`src/rtl/audio_hold_pkg.sv`:
```
package audio_hold_pkg;
  typedef struct packed {
    logic val;
    logic bip;
    logic par;
  } rx_err_t;

  function automatic logic err_req(rx_err_t err, rx_err_t mask);
    return |(err & ~mask);
  endfunction
endpackage

```
`src/rtl/hold_req_detect.sv`:
```
module hold_req_detect
  import audio_hold_pkg::*;
(
  input  logic    clk_i,
  input  logic    rst_ni,
  input  logic    frame_i,
  input  logic    hold_i,
  input  rx_err_t err_i,
  input  rx_err_t mask_i,
  output logic    req_o,
  output logic    hold_o
);
  logic pend_q;
  logic now_req;

  assign now_req = hold_i | err_req(err_i, mask_i);
  assign req_o   = pend_q | now_req;

  always_ff @(posedge clk_i or negedge rst_ni) begin
    if (!rst_ni) begin
      pend_q <= 1'b0;
      hold_o <= 1'b0;
    end else if (frame_i) begin
      pend_q <= 1'b0;
      hold_o <= req_o;
    end else begin
      pend_q <= pend_q | hold_i;
    end
  end
endmodule

```
`src/rtl/hold_span_counter.sv`:
```
module hold_span_counter #(
  parameter int unsigned MUTE_AFTER = 15
) (
  input  logic clk_i,
  input  logic rst_ni,
  input  logic frame_i,
  input  logic req_i,
  output logic over_o
);
  localparam int unsigned CNT_MAX = MUTE_AFTER + 1;
  localparam int unsigned CNT_W   = $clog2(CNT_MAX + 1);

  logic [CNT_W-1:0] cnt_q;

  // the frame being counted now pushes the run past the limit
  assign over_o = frame_i & req_i & (cnt_q >= CNT_W'(MUTE_AFTER));

  always_ff @(posedge clk_i or negedge rst_ni) begin
    if (!rst_ni) begin
      cnt_q <= '0;
    end else if (frame_i) begin
      if (!req_i)                         cnt_q <= '0;
      else if (cnt_q < CNT_W'(CNT_MAX))   cnt_q <= cnt_q + 1'b1;
    end
  end
endmodule

```
`src/rtl/mute_seq.sv`:
```
module mute_seq (
  input  logic clk_i,
  input  logic rst_ni,
  input  logic frame_i,
  input  logic req_i,
  input  logic hold_i,
  input  logic over_i,
  input  logic auto_off_i,
  input  logic sw_unmute_i,
  input  logic unmute_wr_i,
  output logic mute_o
);
  logic set_mute, clr_auto, clr_sw;

  assign set_mute = over_i & ~auto_off_i;
  assign clr_auto = frame_i & ~req_i & ~sw_unmute_i;
  assign clr_sw   = unmute_wr_i & ~hold_i;

  always_ff @(posedge clk_i or negedge rst_ni) begin
    if (!rst_ni)                  mute_o <= 1'b0;
    else if (set_mute)            mute_o <= 1'b1;
    else if (clr_auto || clr_sw)  mute_o <= 1'b0;
  end
endmodule

```
`src/rtl/sample_hold.sv`:
```
module sample_hold #(
  parameter int unsigned WIDTH = 24
) (
  input  logic             clk_i,
  input  logic             rst_ni,
  input  logic             load_i,
  input  logic             mute_i,
  input  logic [WIDTH-1:0] left_i,
  input  logic [WIDTH-1:0] right_i,
  output logic [WIDTH-1:0] left_o,
  output logic [WIDTH-1:0] right_o
);
  logic [WIDTH-1:0] smp_q [2];
  logic [WIDTH-1:0] smp_d [2];

  assign smp_d[0] = left_i;
  assign smp_d[1] = right_i;

  for (genvar ch = 0; ch < 2; ch++) begin : g_ch
    always_ff @(posedge clk_i or negedge rst_ni) begin
      if (!rst_ni)     smp_q[ch] <= '0;
      else if (load_i) smp_q[ch] <= smp_d[ch];
    end
  end

  assign left_o  = mute_i ? '0 : smp_q[0];
  assign right_o = mute_i ? '0 : smp_q[1];
endmodule

```
`src/rtl/audio_hold_mute.sv`:
```
module audio_hold_mute
  import audio_hold_pkg::*;
#(
  parameter int unsigned WIDTH      = 24,
  parameter int unsigned MUTE_AFTER = 15
) (
  input  logic             clk_i,
  input  logic             rst_ni,
  input  logic             frame_i,
  input  logic             hold_i,
  input  logic             par_err_i,
  input  logic             bip_err_i,
  input  logic             val_err_i,
  input  logic             mask_par_i,
  input  logic             mask_bip_i,
  input  logic             mask_val_i,
  input  logic             mute_auto_off_i,
  input  logic             unmute_sw_i,
  input  logic             unmute_wr_i,
  input  logic [WIDTH-1:0] left_i,
  input  logic [WIDTH-1:0] right_i,
  output logic [WIDTH-1:0] left_o,
  output logic [WIDTH-1:0] right_o,
  output logic             hold_o,
  output logic             mute_o
);
  rx_err_t err, mask;
  logic    req, over;

  assign err  = '{val: val_err_i,  bip: bip_err_i,  par: par_err_i};
  assign mask = '{val: mask_val_i, bip: mask_bip_i, par: mask_par_i};

  hold_req_detect u_req (
    .clk_i, .rst_ni, .frame_i, .hold_i,
    .err_i(err), .mask_i(mask), .req_o(req), .hold_o(hold_o)
  );

  hold_span_counter #(.MUTE_AFTER(MUTE_AFTER)) u_cnt (
    .clk_i, .rst_ni, .frame_i, .req_i(req), .over_o(over)
  );

  mute_seq u_mute (
    .clk_i, .rst_ni, .frame_i, .req_i(req), .hold_i(hold_o), .over_i(over),
    .auto_off_i(mute_auto_off_i), .sw_unmute_i(unmute_sw_i),
    .unmute_wr_i, .mute_o(mute_o)
  );

  sample_hold #(.WIDTH(WIDTH)) u_smp (
    .clk_i, .rst_ni, .load_i(frame_i & ~req), .mute_i(mute_o),
    .left_i, .right_i, .left_o, .right_o
  );
endmodule

```
`config.mk`:
```
export PLATFORM = sky130hd
export DESIGN_NAME = audio_hold_mute
export DESIGN_NICKNAME = d
export VERILOG_FILES = /design/src/rtl/audio_hold_pkg.sv /design/src/rtl/hold_req_detect.sv /design/src/rtl/hold_span_counter.sv /design/src/rtl/mute_seq.sv /design/src/rtl/sample_hold.sv /design/src/rtl/audio_hold_mute.sv
export SDC_FILE = /design/constraint.sdc
export NUM_CORES = 1
export LEC_CHECK = 0
export BUFFER_PORTS_ARGS = -buffer_cell sky130_fd_sc_hd__clkbuf_2
export CORE_MARGIN = 8
export CORE_UTILIZATION = 49
export DETAILED_ROUTE_END_ITERATION = 8
export PLACE_DENSITY_LB_ADDON = 0.15
export SETUP_SLACK_MARGIN = 0.02
export SYNTH_ARGS = -nofsm -noshare
export SYNTH_HDL_FRONTEND = slang
export SYNTH_SLANG_ARGS = --single-unit
```
`constraint.sdc`:
```
create_clock -name clk_i -period 2.2 [get_ports clk_i]
set_clock_uncertainty 0.15 [all_clocks]
set_input_delay 0.44 -clock clk_i [delete_from_list [all_inputs] [get_ports clk_i]]
set_output_delay 0.44 -clock clk_i [all_outputs]
set_load 0.02 [all_outputs]
```
Yosys cells after proc, flatten, opt, wreduce, memory -nomap -nowiden
Index checks and enable logic that the tools add are counted.

Input bits: 61. Output and inout bits: 50. Bits in registers: 56. Word-level logic and storage cells: 36.

Equality and inequality tests: 1. Add/sub/neg operators: 1. Mux-type cells: 7. Reduce and logical (&&, ||, !) cells: 4. Bitwise gates (word level): 15. $lt $le $gt $ge: 2.

Operators by type and width (number): 24-bit 2-to-1 mux (2); 5-bit 2-to-1 mux (2); 1-bit bitwise AND (6); 5-bit by 1-bit adder with 5-bit output (second input constant) (1); 5-bit by 4-bit greater-or-equal comparator with 1-bit output (second input constant) (1); 5-bit < comparator (second input constant) (1); 1-bit inverter (4); 3-bit bitwise AND (1); 1-bit 2-to-1 mux (3); 3-bit inverter (1); 1-bit bitwise OR (3); 3-bit OR reduction (1); 2-bit != test (second input constant) (1); 2-bit AND reduction (1); 2-bit nonzero test (1); 1-bit logical OR (1).

Longest topological paths before layout
Depth after elaboration: 11. Gate-level depth with buffers: 6. Depth with buffers taken out: 6.

By module
A second synthesis with hierarchy kept.

Cell total of the unflattened synthesis: 202. Area, all modules: 2663.8 µm².

Modules (own cells, without submodules): sample_hold (area each 2183.3 µm², sequential area each 1201.2 µm², times used 1, cells an instance 154); hold_span_counter (area each 306.5 µm², sequential area each 125.1 µm², times used 1, cells an instance 33); hold_req_detect (area each 106.4 µm², sequential area each 50.0 µm², times used 1, cells an instance 9); mute_seq (area each 53.8 µm², sequential area each 25.0 µm², times used 1, cells an instance 5); audio_hold_mute (area each 13.8 µm², sequential area each 0.0 µm², times used 1, cells an instance 1).

Least setup slack after synthesis
Ideal clock, no wire load.

Path kind: reg2out. From: register u_mute.mute_o. To: output left_o[19]. Required time: 1.610 ns. Arrival time: 1.229 ns. Buffers on the path: 2. Stages on the path, launching flop included: 4. Setup slack: 0.381 ns. Cell sequence: dfrtp_1 -> clkbuf_1 -> buf_1 -> nor2b_1.

Longest elaborated chain between the ends: 1.

Ends and longest elaborated chain: start: declaration (RTL line mute_seq.sv:11) `output logic mute_o`; start signal: assignment (RTL line mute_seq.sv:20) `if (!rst_ni) mute_o <= 1'b0;`; start signal: assignment (RTL line mute_seq.sv:21) `else if (set_mute) mute_o <= 1'b1;`; start signal: assignment (RTL line mute_seq.sv:22) `else if (clr_auto || clr_sw) mute_o <= 1'b0;`; 24-bit 2-to-1 mux (RTL line sample_hold.sv:26) `assign left_o = mute_i ? '0 : smp_q[0];`; end: declaration (RTL line audio_hold_mute.sv:22) `output logic [WIDTH-1:0] left_o,`.

Every way passes these cells.

Final worst setup path
From: register u_mute.mute_o. To: output left_o[7].

The elaborated chain is that of the path after synthesis.

==> results by group <==
Layout
  • Nets: roughly 380
  • # fillers: 471
  • Inserted Diodes: 0
  • Post-route cell area: ~0.0035 mm2
  • Layout area overhead: 24.2%
  • Share of layout cells above drive strength 1: a little over half

Floorplan
  • Initial core utilization: between 50 and 60%
  • Rows: 27
  • Die Height: approximately 92 um
  • Io pins: ~110
  • Total die area: roughly 0.0084 mm2
  • Placeable Area: between 0.005 and 0.006 mm2
  • Die span in x: just over 90 um

Worst setup path
  • Delay-heaviest family, CP: flip-flops
  • Slowest CP cell: dfrtp_1
  • CP Buf/Inv Count: 2
  • Reg2Reg Setup Slack: just under 400 ps
  • Arr. time, crit path: 1440 ps
  • Crit path capture type: output port
  • Critical-path cell list: buf_12 -> nor2b_1 -> clkbuf_2
  • CP required: between 1500 and 2000 ps
  • Max FO, Critical Path: 42
  • CP Class: flop to output port
  • CP startpoint kind: flop
  • Crit-path max cell delay: 530 ps

Place
  • Number of port buffers: 110
  • GPL Wtd Cong: around 0.83
  • Final HPWL DP: between 4000 and 5000 um
  • DP Area: 0.00339 mm2

Detailed routing
  • Initial detailed-routing violation count: 52
  • Via count: ~1900
  • DRC Markers: 0
  • DR top layer: met4
  • Total routed wirelength: around 6000 um
  • Met2 WL post-DR: ~2800 um
  • Drt wl/cell: between 15 and 20 um
  • Met3 WL: roughly 430 um
  • M1 WL: approximately 2700 um
  • Antenna Nets Post-Route: 0
  • Via-per-instance ratio: 4.80
  • DRT Pass-1 Iters: 4

Synthesis
  • Post-synth cell types: 30
  • Gate Count Post-Synth: 205
  • Synth Warn #: 0
  • Register area share after synthesis: 49.8%
  • Synthesized area per cell: ~14 um2
  • Number of synthesized register bits: between 50 and 60
  • Post-Syn Area: approximately 0.0028 mm2
  • Synth Net Count: approximately 270

STA
  • Relative slew slack: about three fifths
  • Fmax: 493 MHz
  • Pins Over Slew Limit: 0
  • Final period util: 92.3%
  • Setup violations, final: 0
  • Worst-margin pin slew: 572 ps
  • Post-layout min period: about 2000 ps
  • Hold violation count in the final report: 0
  • RSZ-0062 raised after global routing: no
  • Setup TNS: 0 ps

Clocking
  • Root Buffer: clkbuf_8
  • H-tree level count: 2
  • Reg clk slew, reported paths: 90 ps
  • Longest Clk Path Bufs: 2
  • Clk_lat worst skew: ~290 ps
  • Sinks on Clock Net: 56
  • CTS tree: done
  • Postcts setup bufs: 0
  • CTS buffer count: 5

GRT
  • Initial antenna violation count: 0
  • Total track usage: between 10% and 20%
  • First-pass GRT wire length: 10100 um
  • Vias in the first global route: roughly 2100
  • Total gr overflow: 0
  • Largest net degree at the start of global routing: 43

Hold path
  • Worst Hold Class: primary input to flop

Power
  • Logic pwr share: approximately 40%
  • Overall power: approximately 3.4 mW
  • VDD IR-drop max: between 0.4 and 0.5 mV
  • Sequential share of power: ~44%
  • Internal power component: roughly 2.2 mW
  • Clock share of power: 16.5%
  • Sw Pwr: around 1.1 mW
  • Static Leak: ~1.9 nW
  • Switch share: around a third
  • PwrDens: slightly below 1000 mW/mm2

Run status
  • Status: complete, no violations

Flow run
  • Total of max-cap violations: 0
[cells in the mapped netlist, drive strengths merged]
cell type / count / area [um2]
a211o: 1 / 8.76
nand2b: 2 / 12.5
dfrtp: 56 / 1400
o21ai: 7 / 35.0
and2: 1 / 6.26
nand3: 1 / 5.00
nor2b: 48 / 300
nand4: 2 / 12.5
buf: 8 / 115
o2111ai: 1 / 26.3
nand2: 1 / 3.75
nor4: 1 / 6.26
and4: 1 / 8.76
or2: 1 / 6.26
ha: 2 / 25.0
nor2: 5 / 26.3
inv: 7 / 26.3
o21a: 2 / 15.0
a31oi: 2 / 12.5
mux2: 48 / 721
a2bb2oi: 1 / 8.76
and3: 1 / 6.26
a21oi: 2 / 10.0
clkbuf: 4 / 15.0
[layer usage]
metal	GRT usage [%]	vias to the layer above
met5	0	-
met4	4.03	0
met3	4.73	6
met2	22.9	66
met1	18.7	892
li1	-	900
[cells by family after synthesis]
| kind of cell | count (synthesis) | synth area share [%] |
|---|---|---|
| AND/OR/NAND/NOR | 64 | 14.0 |
| adder cells (fa/ha/maj) | 2 | 0.889 |
| buffers and inverters | 19 | 5.56 |
| AO/OA/AOI/OAI | 16 | 4.14 |
| flip-flops | 56 | 49.8 |
| multiplexers | 48 | 25.6 |
[cell usage in the layout (no fill, tap or decap), drive strengths merged, types with 2 or more instances in the layout]
cell,Yosys,final
nand2b,2,2
a21oi,2,2
dfrtp,56,56
ha,2,2
buf,8,4
nand4,2,2
clkbuf,4,118
o21ai,7,7
nor2b,48,48
inv,7,7
nor2,5,5
a31oi,2,2
mux2,48,48
o21a,2,2
[per-stage QoR]
step	utilization (%)	hold WS, ps	instances	setup slack (ps)
2_1_floorplan	-	-5.59	205	381
3_3_place_gp	61.3	305	379	242
3_5_place_dp	61.3	314	379	214
4_1_cts	63.1	210	388	143
5_1_grt	63.1	201	388	64.4
6_report	63.1	220	388	170
[power groups by stage]
stage / registers (mW) / logic, mW / clock network [mW]
floorplan: 1.43 / 0.975 / 0
global placement: 1.48 / 1.34 / 0
detailed placement: 1.48 / 1.37 / 0
CTS: 1.47 / 1.37 / 0.581
global route: 1.50 / 1.46 / 0.619
finish: 1.47 / 1.35 / 0.555
[cell type report]
type	instances	area [um2]	area share, %
clock buffer	8	90.1	2.58
inverter	7	26.3	0.752
multi-input combinational	130	1260	36.0
sequential	56	1400	40.1
tap	72	90.1	2.58
timing repair buffer	115	628	18.0
[worst paths after layout]
| path | from | endpoint | depth (start not counted) |
|---|---|---|---|
| max reg2reg | u_req.pend_q$_DFF_PN0_ | u_smp.smp_q[40]$_DFFE_PN0P_ | 5 |
| max in group asynchronous | rst_ni | u_smp.smp_q[27]$_DFFE_PN0P_ | 3 |
| max | u_mute.mute_o$_DFFE_PN0P_ | left_o[7] | 3 |
| min | right_i[12] | u_smp.smp_q[12]$_DFFE_PN0P_ | 2 |
| min reg2reg | u_smp.smp_q[1]$_DFFE_PN0P_ | u_smp.smp_q[1]$_DFFE_PN0P_ | 1 |
| min in group asynchronous | rst_ni | u_smp.smp_q[26]$_DFFE_PN0P_ | 2 |
[sequential cells by signal, indices dropped and copies added (netlist names)]
| signal | count |
|---|---|
| u_mute.mute_o | 1 |
| u_req.hold_o | 1 |
| u_smp.smp_q | 48 |
| u_req.pend_q | 1 |
| u_cnt.cnt_q | 5 |
[worst reg2reg max path, delay by kind of cell, from the launching register on]
kind | cells | cell delay [ps]
buffers and inverters | 1 | 200
AOI/OAI and AO/OA | 1 | 190
muxes | 1 | 340
and+or+nand+nor | 2 | 410
DFF | 1 | 410
[repair_timing]
action                                 in CTS  in global routing
endpoints found under the hold margin      21                  0
resized for setup                           0                  0
hold buffers                                1                  0
Note: power is estimated with default switching activity, not from simulation.
